File: config.mk
export PLATFORM = sky130hd
export DESIGN_NAME = buck_cascade_ctrl
export DESIGN_NICKNAME = d
export VERILOG_FILES = /design/src/rtl/buck_pkg.sv /design/src/rtl/bk_pwm_carrier.sv /design/src/rtl/bk_cur_loop.sv /design/src/rtl/bk_volt_loop.sv /design/src/rtl/buck_cascade_ctrl.sv
export SDC_FILE = /design/constraint.sdc
export NUM_CORES = 2
export LEC_CHECK = 0
export BUFFER_PORTS_ARGS = -buffer_cell sky130_fd_sc_hd__buf_2
export CORE_ASPECT_RATIO = 1.2
export CORE_MARGIN = 2
export CORE_UTILIZATION = 60
export CTS_CLUSTER_DIAMETER = 40
export CTS_CLUSTER_SIZE = 28
export DETAILED_ROUTE_END_ITERATION = 10
export GPL_TIMING_DRIVEN = 0
export HOLD_SLACK_MARGIN = 0.05
export PLACE_DENSITY = 0.87
export SYNTH_ARGS = -nofsm -noshare
export SYNTH_HDL_FRONTEND = slang
export SYNTH_SLANG_ARGS = --single-unit
export TNS_END_PERCENT = 50
File: constraint.sdc
create_clock -name clk -period 52.1 [get_ports clk]
set_input_delay 2.605 -clock clk [delete_from_list [all_inputs] [get_ports clk]]
set_output_delay 2.605 -clock clk [all_outputs]
set_load 0.01 [all_outputs]
File: src/rtl/buck_pkg.sv
// Shared constants for the cascaded buck controller.
// Assumes: all loop gains carry GAIN_SH fraction bits.
package buck_pkg;
    localparam int GAIN_SH = 4;   // fraction bits of every gain input
    localparam int FILT_SH = 2;   // voltage filter weight is 1/2**FILT_SH
endpackage

File: src/rtl/bk_pwm_carrier.sv
// PWM carrier: counter, shadowed duty, sampling instant and overcurrent cut-off.
// Assumes: duty_calc is valid in the clock in which samp is high.
module bk_pwm_carrier #(
    parameter int CNT_W = 8,
    parameter int DW    = 12
) (
    input  logic             clk,
    input  logic             rst_n,
    input  logic [CNT_W-1:0] period,
    input  logic [CNT_W-1:0] duty_calc,
    input  logic [DW-1:0]    adc_i,
    input  logic [DW-1:0]    ilimit,
    output logic             pwm_out,
    output logic             samp,
    output logic             wrap,
    output logic [CNT_W-1:0] cnt,
    output logic [CNT_W-1:0] duty_act,
    output logic             kill
);
    logic [CNT_W-1:0] shadow;
    logic [CNT_W-1:0] samp_pt;

    // last counter value of the period
    always_comb wrap = (cnt >= period);

    // sampling point: final high clock, or final clock when no edge falls inside
    always_comb begin
        if (duty_act == '0 || duty_act > period)
            samp_pt = period;
        else
            samp_pt = duty_act - CNT_W'(1);
        samp = (cnt == samp_pt);
    end

    // switch drive, gated by the overcurrent latch
    always_comb pwm_out = (cnt < duty_act) && !kill;

    // counter, shadow load and duty transfer at the period boundary
    always_ff @(posedge clk) begin
        if (!rst_n) begin
            cnt      <= '0;
            shadow   <= '0;
            duty_act <= '0;
        end else begin
            cnt <= wrap ? '0 : cnt + CNT_W'(1);
            if (samp)
                shadow <= duty_calc;
            if (wrap)
                duty_act <= samp ? duty_calc : shadow;
        end
    end

    // overcurrent latch: set during a pulse, cleared at the period end
    always_ff @(posedge clk) begin
        if (!rst_n)
            kill <= 1'b0;
        else if (wrap)
            kill <= 1'b0;
        else if (pwm_out && (adc_i > ilimit))
            kill <= 1'b1;
    end
endmodule

File: src/rtl/bk_cur_loop.sv
// Proportional current loop: duty from the current error, with duty limits.
// Assumes: samp marks the single sampling clock of each period.
module bk_cur_loop #(
    parameter int CNT_W = 8,
    parameter int DW    = 12,
    parameter int GW    = 8,
    parameter int SH    = 4
) (
    input  logic             clk,
    input  logic             rst_n,
    input  logic             samp,
    input  logic [DW-1:0]    adc_i,
    input  logic [DW-1:0]    i_set,
    input  logic [GW-1:0]    kp,
    input  logic [CNT_W-1:0] dmin,
    input  logic [CNT_W-1:0] dmax,
    output logic [CNT_W-1:0] duty_calc,
    output logic [DW-1:0]    i_samp,
    output logic             sat
);
    localparam int PW = DW + GW + 2;

    logic signed [PW-1:0] err, gain, prod, raw, lo, hi;
    logic                 clip;

    // proportional law followed by the duty window
    always_comb begin
        err  = PW'(i_set) - PW'(adc_i);
        gain = PW'(kp);
        prod = err * gain;
        raw  = prod >>> SH;
        lo   = PW'(dmin);
        hi   = PW'(dmax);
        if (raw < lo) begin
            duty_calc = dmin;
            clip      = 1'b1;
        end else if (raw > hi) begin
            duty_calc = dmax;
            clip      = 1'b1;
        end else begin
            duty_calc = CNT_W'(raw);
            clip      = 1'b0;
        end
    end

    // keep the sampled current and whether the duty was limited
    always_ff @(posedge clk) begin
        if (!rst_n) begin
            i_samp <= '0;
            sat    <= 1'b0;
        end else if (samp) begin
            i_samp <= adc_i;
            sat    <= clip;
        end
    end
endmodule

File: src/rtl/bk_volt_loop.sv
// Slow voltage loop: per-period filter, rate divider, PI law with droop.
// Assumes: wrap pulses once per carrier period; sat reflects the last duty result.
module bk_volt_loop #(
    parameter int DW    = 12,
    parameter int GW    = 8,
    parameter int DIV_W = 8,
    parameter int SH    = 4,
    parameter int FSH   = 2
) (
    input  logic             clk,
    input  logic             rst_n,
    input  logic             wrap,
    input  logic [DW-1:0]    adc_v,
    input  logic [DW-1:0]    vref,
    input  logic [GW-1:0]    kp,
    input  logic [GW-1:0]    ki,
    input  logic [GW-1:0]    kdroop,
    input  logic [DIV_W-1:0] vdiv,
    input  logic [DW-1:0]    i_samp,
    input  logic             sat,
    output logic [DW-1:0]    i_set,
    output logic [DW-1:0]    integ,
    output logic             vstb
);
    localparam int MW = DW + 2*GW + 4;
    localparam logic signed [MW-1:0] TOP_X = MW'((2**DW) - 1);
    localparam logic signed [MW-1:0] ZERO_X = '0;

    logic [DW-1:0]        vf, vf_nx;
    logic signed [DW+1:0] dv;
    logic [DIV_W-1:0]     vcnt;
    logic [DW+GW-1:0]     dprod, droop_v;
    logic signed [MW-1:0] err, kp_x, ki_x, p_t, i_inc, isum, integ_nx, outv;
    logic [DW-1:0]        iset_nx;

    // first-order smoothing step of the voltage reading
    always_comb begin
        dv    = $signed({2'b00, adc_v}) - $signed({2'b00, vf});
        vf_nx = DW'($signed({2'b00, vf}) + (dv >>> FSH));
    end

    // PI law with droop and the integrator hold
    always_comb begin
        dprod   = (DW+GW)'(kdroop) * (DW+GW)'(i_samp);
        droop_v = dprod >> SH;
        err     = MW'(vref) - MW'(droop_v) - MW'(vf);
        kp_x    = MW'(kp);
        ki_x    = MW'(ki);
        p_t     = (kp_x * err) >>> SH;
        i_inc   = (ki_x * err) >>> SH;
        isum    = MW'(integ) + i_inc;
        if (sat)
            integ_nx = MW'(integ);
        else if (isum < ZERO_X)
            integ_nx = ZERO_X;
        else if (isum > TOP_X)
            integ_nx = TOP_X;
        else
            integ_nx = isum;
        outv = p_t + integ_nx;
        if (outv < ZERO_X)
            iset_nx = '0;
        else if (outv > TOP_X)
            iset_nx = DW'(TOP_X);
        else
            iset_nx = DW'(outv);
    end

    // filter update and rate divider, both stepped once per period
    always_ff @(posedge clk) begin
        if (!rst_n) begin
            vf   <= '0;
            vcnt <= '0;
            vstb <= 1'b0;
        end else begin
            vstb <= 1'b0;
            if (wrap) begin
                vf <= vf_nx;
                if (vcnt >= vdiv) begin
                    vcnt <= '0;
                    vstb <= 1'b1;
                end else begin
                    vcnt <= vcnt + DIV_W'(1);
                end
            end
        end
    end

    // setpoint and integrator update on the divided strobe
    always_ff @(posedge clk) begin
        if (!rst_n) begin
            integ <= '0;
            i_set <= '0;
        end else if (vstb) begin
            integ <= DW'(integ_nx);
            i_set <= iset_nx;
        end
    end
endmodule

File: src/rtl/buck_cascade_ctrl.sv
// Top level: carrier, inner proportional current loop and outer PI voltage loop.
// Assumes: adc_i and adc_v are converted samples, refreshed at any rate.
module buck_cascade_ctrl
    import buck_pkg::*;
#(
    parameter int CNT_W = 8,
    parameter int DW    = 12,
    parameter int GW    = 8,
    parameter int DIV_W = 8
) (
    input  logic             clk,
    input  logic             rst_n,
    input  logic [CNT_W-1:0] cfg_period,
    input  logic [CNT_W-1:0] cfg_duty_min,
    input  logic [CNT_W-1:0] cfg_duty_max,
    input  logic [DW-1:0]    cfg_ilimit,
    input  logic [DW-1:0]    cfg_vref,
    input  logic [GW-1:0]    cfg_kp_i,
    input  logic [GW-1:0]    cfg_kp_v,
    input  logic [GW-1:0]    cfg_ki_v,
    input  logic [GW-1:0]    cfg_kdroop,
    input  logic [DIV_W-1:0] cfg_vdiv,
    input  logic [DW-1:0]    adc_i,
    input  logic [DW-1:0]    adc_v,
    output logic             pwm_out,
    output logic             sample_strobe,
    output logic [CNT_W-1:0] duty_now,
    output logic             oc_trip,
    output logic [DW-1:0]    i_set
);
    logic [CNT_W-1:0] cnt;
    logic [CNT_W-1:0] duty_calc;
    logic [DW-1:0]    i_samp;
    logic [DW-1:0]    integ;
    logic             wrap;
    logic             sat_q;
    logic             vstb;

    bk_pwm_carrier #(.CNT_W(CNT_W), .DW(DW)) u_carrier (
        .clk      (clk),
        .rst_n    (rst_n),
        .period   (cfg_period),
        .duty_calc(duty_calc),
        .adc_i    (adc_i),
        .ilimit   (cfg_ilimit),
        .pwm_out  (pwm_out),
        .samp     (sample_strobe),
        .wrap     (wrap),
        .cnt      (cnt),
        .duty_act (duty_now),
        .kill     (oc_trip)
    );

    bk_cur_loop #(.CNT_W(CNT_W), .DW(DW), .GW(GW), .SH(GAIN_SH)) u_cur (
        .clk      (clk),
        .rst_n    (rst_n),
        .samp     (sample_strobe),
        .adc_i    (adc_i),
        .i_set    (i_set),
        .kp       (cfg_kp_i),
        .dmin     (cfg_duty_min),
        .dmax     (cfg_duty_max),
        .duty_calc(duty_calc),
        .i_samp   (i_samp),
        .sat      (sat_q)
    );

    bk_volt_loop #(.DW(DW), .GW(GW), .DIV_W(DIV_W), .SH(GAIN_SH), .FSH(FILT_SH)) u_volt (
        .clk    (clk),
        .rst_n  (rst_n),
        .wrap   (wrap),
        .adc_v  (adc_v),
        .vref   (cfg_vref),
        .kp     (cfg_kp_v),
        .ki     (cfg_ki_v),
        .kdroop (cfg_kdroop),
        .vdiv   (cfg_vdiv),
        .i_samp (i_samp),
        .sat    (sat_q),
        .i_set  (i_set),
        .integ  (integ),
        .vstb   (vstb)
    );
endmodule

==> impl_results.md <==
- Status: finished, final reports clean
- Delay of the slowest cell on the worst path: 0.65 ns
- Fraction of the mapped netlist area in simple logic gates: 19.7%
- Critical-path maximum fanout: 10
- CP startpoint kind: primary input
- Post-cts repair resize count: 0
- DR vias: 27400
- Ratio of routed vias to standard cells: 5.82
- Final period demand of the worst path: 21.75 ns
- Worst Path Class, Setup: in2reg
- Path category of the worst min-delay check: reg2reg
- Critical-path cell with the highest stage delay: xnor2_1
- Number of hold buffers added after cts: 0
- Growth of design area from synthesis to finish: 6.12%
- GP Congestion: 0.958
- CTS Buf Count: 9
- Synthesized-area fraction occupied by ao, oa, aoi and oai cells: 15.0%
- Number of nets at the end of the flow: 4935
- Maximum number of pins on one net before global-route repair: 16
- # clock sinks: 83
- Post-CTS Repair Setup Buffers: 0
- Die Y-Extent: 254 um
- Fin Setup TNS: 0 ns
- Slew of the pin with the lowest slew margin: 0.880 ns
- Total core area: 0.0514 mm^2
- Total setup violations reported at the end of the flow: 0
- Number of synthesized flops with an enable pin: 0
- Synthesis-stage register bit count: 83
- Global-route usage over all layers: 30.6%
- Hold Worst Slack: 0.478 ns
- Maximum clock insertion buffer count: 2
- Average instance area after synthesis: 8.12 um^2
- RSZ-0062 raised after global routing: false
- Routed wirelength normalized by instance count: 17.2 um
- Count of different cell masters after synthesis: 93
- Routed wire length: 81100 um
- Clock latency at the later pin of the worst-skew pair: 0.36 ns
- Count of max-cap constraint violations: 0
- Sequential fraction of the synthesis area: 5.33%
- Initial core utilization: 60.7%
- Critical path data arrival time: 21.97 ns
- Final design instance area without fill: 0.0331 mm^2
- CP Buf/Inv Count: 10
- Boundary pin count: 137
- Slew Limit Fails: 0
- Portion of the clock cycle consumed by the worst path in the final layout: 41.7%
- Share of cell area taken by muxes after synthesis: 0.582%
- CP top delay family: compound AO/OA/AOI/OAI gates
- Total die area: 0.0538 mm^2
- Dominant synthesized flop cell: dfxtp_1
- Total number of H-tree levels: 3
- Dominant combinational cell family by area after synthesis: adder cells
- Final non-filler cell total: 4704
- Post-synthesis adder-cell area fraction: 44.1%
- First-pass GRT wire length: 133000 um
- Cell count after synthesis: 3841
- Cell at the root of the clock tree: clkbuf_16
- Remaining number of nets flagged by the antenna check after routing: 0
- Clock tree from TritonCTS: done
- Port Buffers: 133
- Layout cells sized above 1: 5.57%
- HPWL after detailed placement: 69100 um
- Setup clock skew after layout: 0.0138 ns
- Via count of the first global-routing pass: 27900
- FFs w/ async S/R, synth: 0%
- Placed instance area: 0.0328 mm^2
- Gr ovfl total: 0
- Endpoint class of the critical path: register
- Cell total after placement: 4686
- Worst EP required: 52.32 ns
- Cell area after synthesis: 0.0312 mm^2
- Die X: 212 um
- Final Hold Fails: 0
- Count of routing violations after the opening detailed-route iteration: 1940
- Fmax: 46.0 MHz
- Clk slew on worst S/H paths: 0.07 ns
- Xor and xnor fraction of the mapped netlist area: 5.05%
- Number of antenna violations at the first check in global routing: 7
- DRC violation count after routing: 0
- YS warnings: 0
- Relative max-transition margin: 39.8%
- Most common cell on crit path: fa_1
- Standard-cell row count: 91
- Fill cell instance count of the final layout: 4164
- Drt pass-1 iters: 5
[flip-flops by register name, indices dropped and copies added, names as in the netlist]
name                count
u_carrier.cnt           8
u_carrier.duty_act      8
u_carrier.kill          1
u_carrier.shadow        8
u_cur.i_samp           12
u_cur.sat               1
u_volt.i_set           12
u_volt.integ           12
u_volt.vcnt             8
u_volt.vf              12
u_volt.vstb             1
[synth_stat cells (9+ instances only)]
cell | count | share of area (%)
nor4_1 | 13 | 0.26
mux2_2 | 9 | 0.32
a211o_1 | 12 | 0.34
o21ai_0 | 99 | 1.6
nand3_1 | 56 | 0.90
and3_1 | 24 | 0.48
or3_1 | 18 | 0.36
a21boi_0 | 11 | 0.26
dfxtp_1 | 83 | 5.3
o21bai_1 | 29 | 0.70
o311ai_0 | 11 | 0.31
o22ai_1 | 12 | 0.24
o31ai_1 | 9 | 0.22
or2_2 | 14 | 0.28
inv_1 | 708 | 8.5
xnor2_1 | 122 | 3.4
nor2b_1 | 46 | 0.92
ha_1 | 359 | 14
and2_1 | 352 | 7.1
nor2_1 | 151 | 1.8
nor3_1 | 42 | 0.67
xor2_1 | 58 | 1.6
a211oi_1 | 47 | 1.1
a31oi_1 | 20 | 0.40
a21o_1 | 69 | 1.7
o221a_2 | 14 | 0.51
o21a_1 | 44 | 1.1
fa_1 | 462 | 30
a32oi_1 | 15 | 0.42
nand2_1 | 396 | 4.8
nand4_1 | 20 | 0.40
o211ai_1 | 24 | 0.58
a21oi_1 | 184 | 3.0
nand2b_1 | 33 | 0.66
clkbuf_1 | 122 | 1.5
[through the flow]
step           util (%)  setup slack (ns)
4_1_cts            64.4             30.72
3_5_place_dp       63.8             30.43
5_1_grt            64.4             29.25
6_report           64.5             30.35
2_1_floorplan         -             33.61
3_3_place_gp       63.8             30.62
[layout by cell type (no fill, tap or decap), types with 11 or more instances in the layout]
master | Yosys | routed
xor2_1 | 58 | 58
nor3_1 | 42 | 42
nand4_1 | 20 | 20
o21ai_0 | 99 | 99
nor4_1 | 13 | 13
a211o_1 | 12 | 12
a211oi_1 | 47 | 47
nor2_1 | 151 | 151
or3_1 | 18 | 18
nand2b_1 | 33 | 33
o211ai_1 | 24 | 24
a21oi_1 | 184 | 184
o221a_2 | 14 | 14
buf_2 | 7 | 140
a21o_1 | 69 | 69
dfxtp_1 | 83 | 83
or2_2 | 14 | 14
xnor2_1 | 122 | 122
o21bai_1 | 29 | 29
nand2_1 | 396 | 396
nor2b_1 | 46 | 46
a21boi_0 | 11 | 11
a32oi_1 | 15 | 15
o22ai_1 | 12 | 12
ha_1 | 359 | 359
and2_1 | 352 | 352
and3_1 | 24 | 24
o21a_1 | 44 | 44
inv_1 | 708 | 708
clkbuf_1 | 122 | 122
fa_1 | 462 | 462
a31oi_1 | 20 | 20
o311ai_0 | 11 | 11
conb_1 | 2 | 17
nand3_1 | 56 | 56
[cell families (layout without fill, tap and decap cells)]
logic type	after synthesis	in the layout
AO/OA/AOI/OAI	690	690
XOR/XNOR	180	180
adder cells (fa/ha/maj)	821	821
buffers and inverters	844	993
flip-flops	83	83
multiplexers	17	17
other	2	19
AND/OR/NAND/NOR	1204	1204
[per-layer routing]
metal / track usage (%) / wire length (um) / share of wire (%) / vias to the layer above
met2: 53.2 / 39200 / 48 / 1063
met4: 16.6 / 4870 / 6.0 / 6
met5: 0 / 35 / 0.043 / -
met1: 36.7 / 31500 / 39 / 13300
met3: 4.09 / 5480 / 6.8 / 278
li1: - / - / - / 12800
[worst paths after layout]
path	slack [ns]	depth (start not counted)	from	end
worst max-delay path	30.35	70	cfg_kdroop[3]	u_volt.i_set[11]
worst min-delay path	0.48	2	u_carrier.shadow[1]	u_carrier.shadow[1]
worst max register to register	32.53	68	u_cur.i_samp[4]	u_volt.i_set[11]
worst min register to register	0.48	2	u_carrier.shadow[1]	u_carrier.shadow[1]
[worst register-to-register path: cells and delay by family, from the launching register on]
family,cells,cell delay (ns)
AO/OA/AOI/OAI,24,6.41
buffers and inverters,8,1.09
flip-flops,1,0.58
XOR/XNOR,4,1.06
adder cells (fa/ha/maj),15,6.34
AND/OR/NAND/NOR,16,3.73
multiplexers,1,0.24
[cell type report]
class,instances,area [um^2],share of cell area (%)
multi-input cells,2929,26400,79.7
flip-flops and latches,83,1660,5.02
well taps,697,872,2.63
plain buffers,135,531,1.60
repair buffers,133,666,2.01
diodes,2,5.00,0.0151
clock buffers,10,239,0.722
inverters,709,2660,8.04
clock inverters,6,71.3,0.215
Power is not shown: default switching activity piles up to over one toggle a cycle in this logic, so the estimate is an artifact.
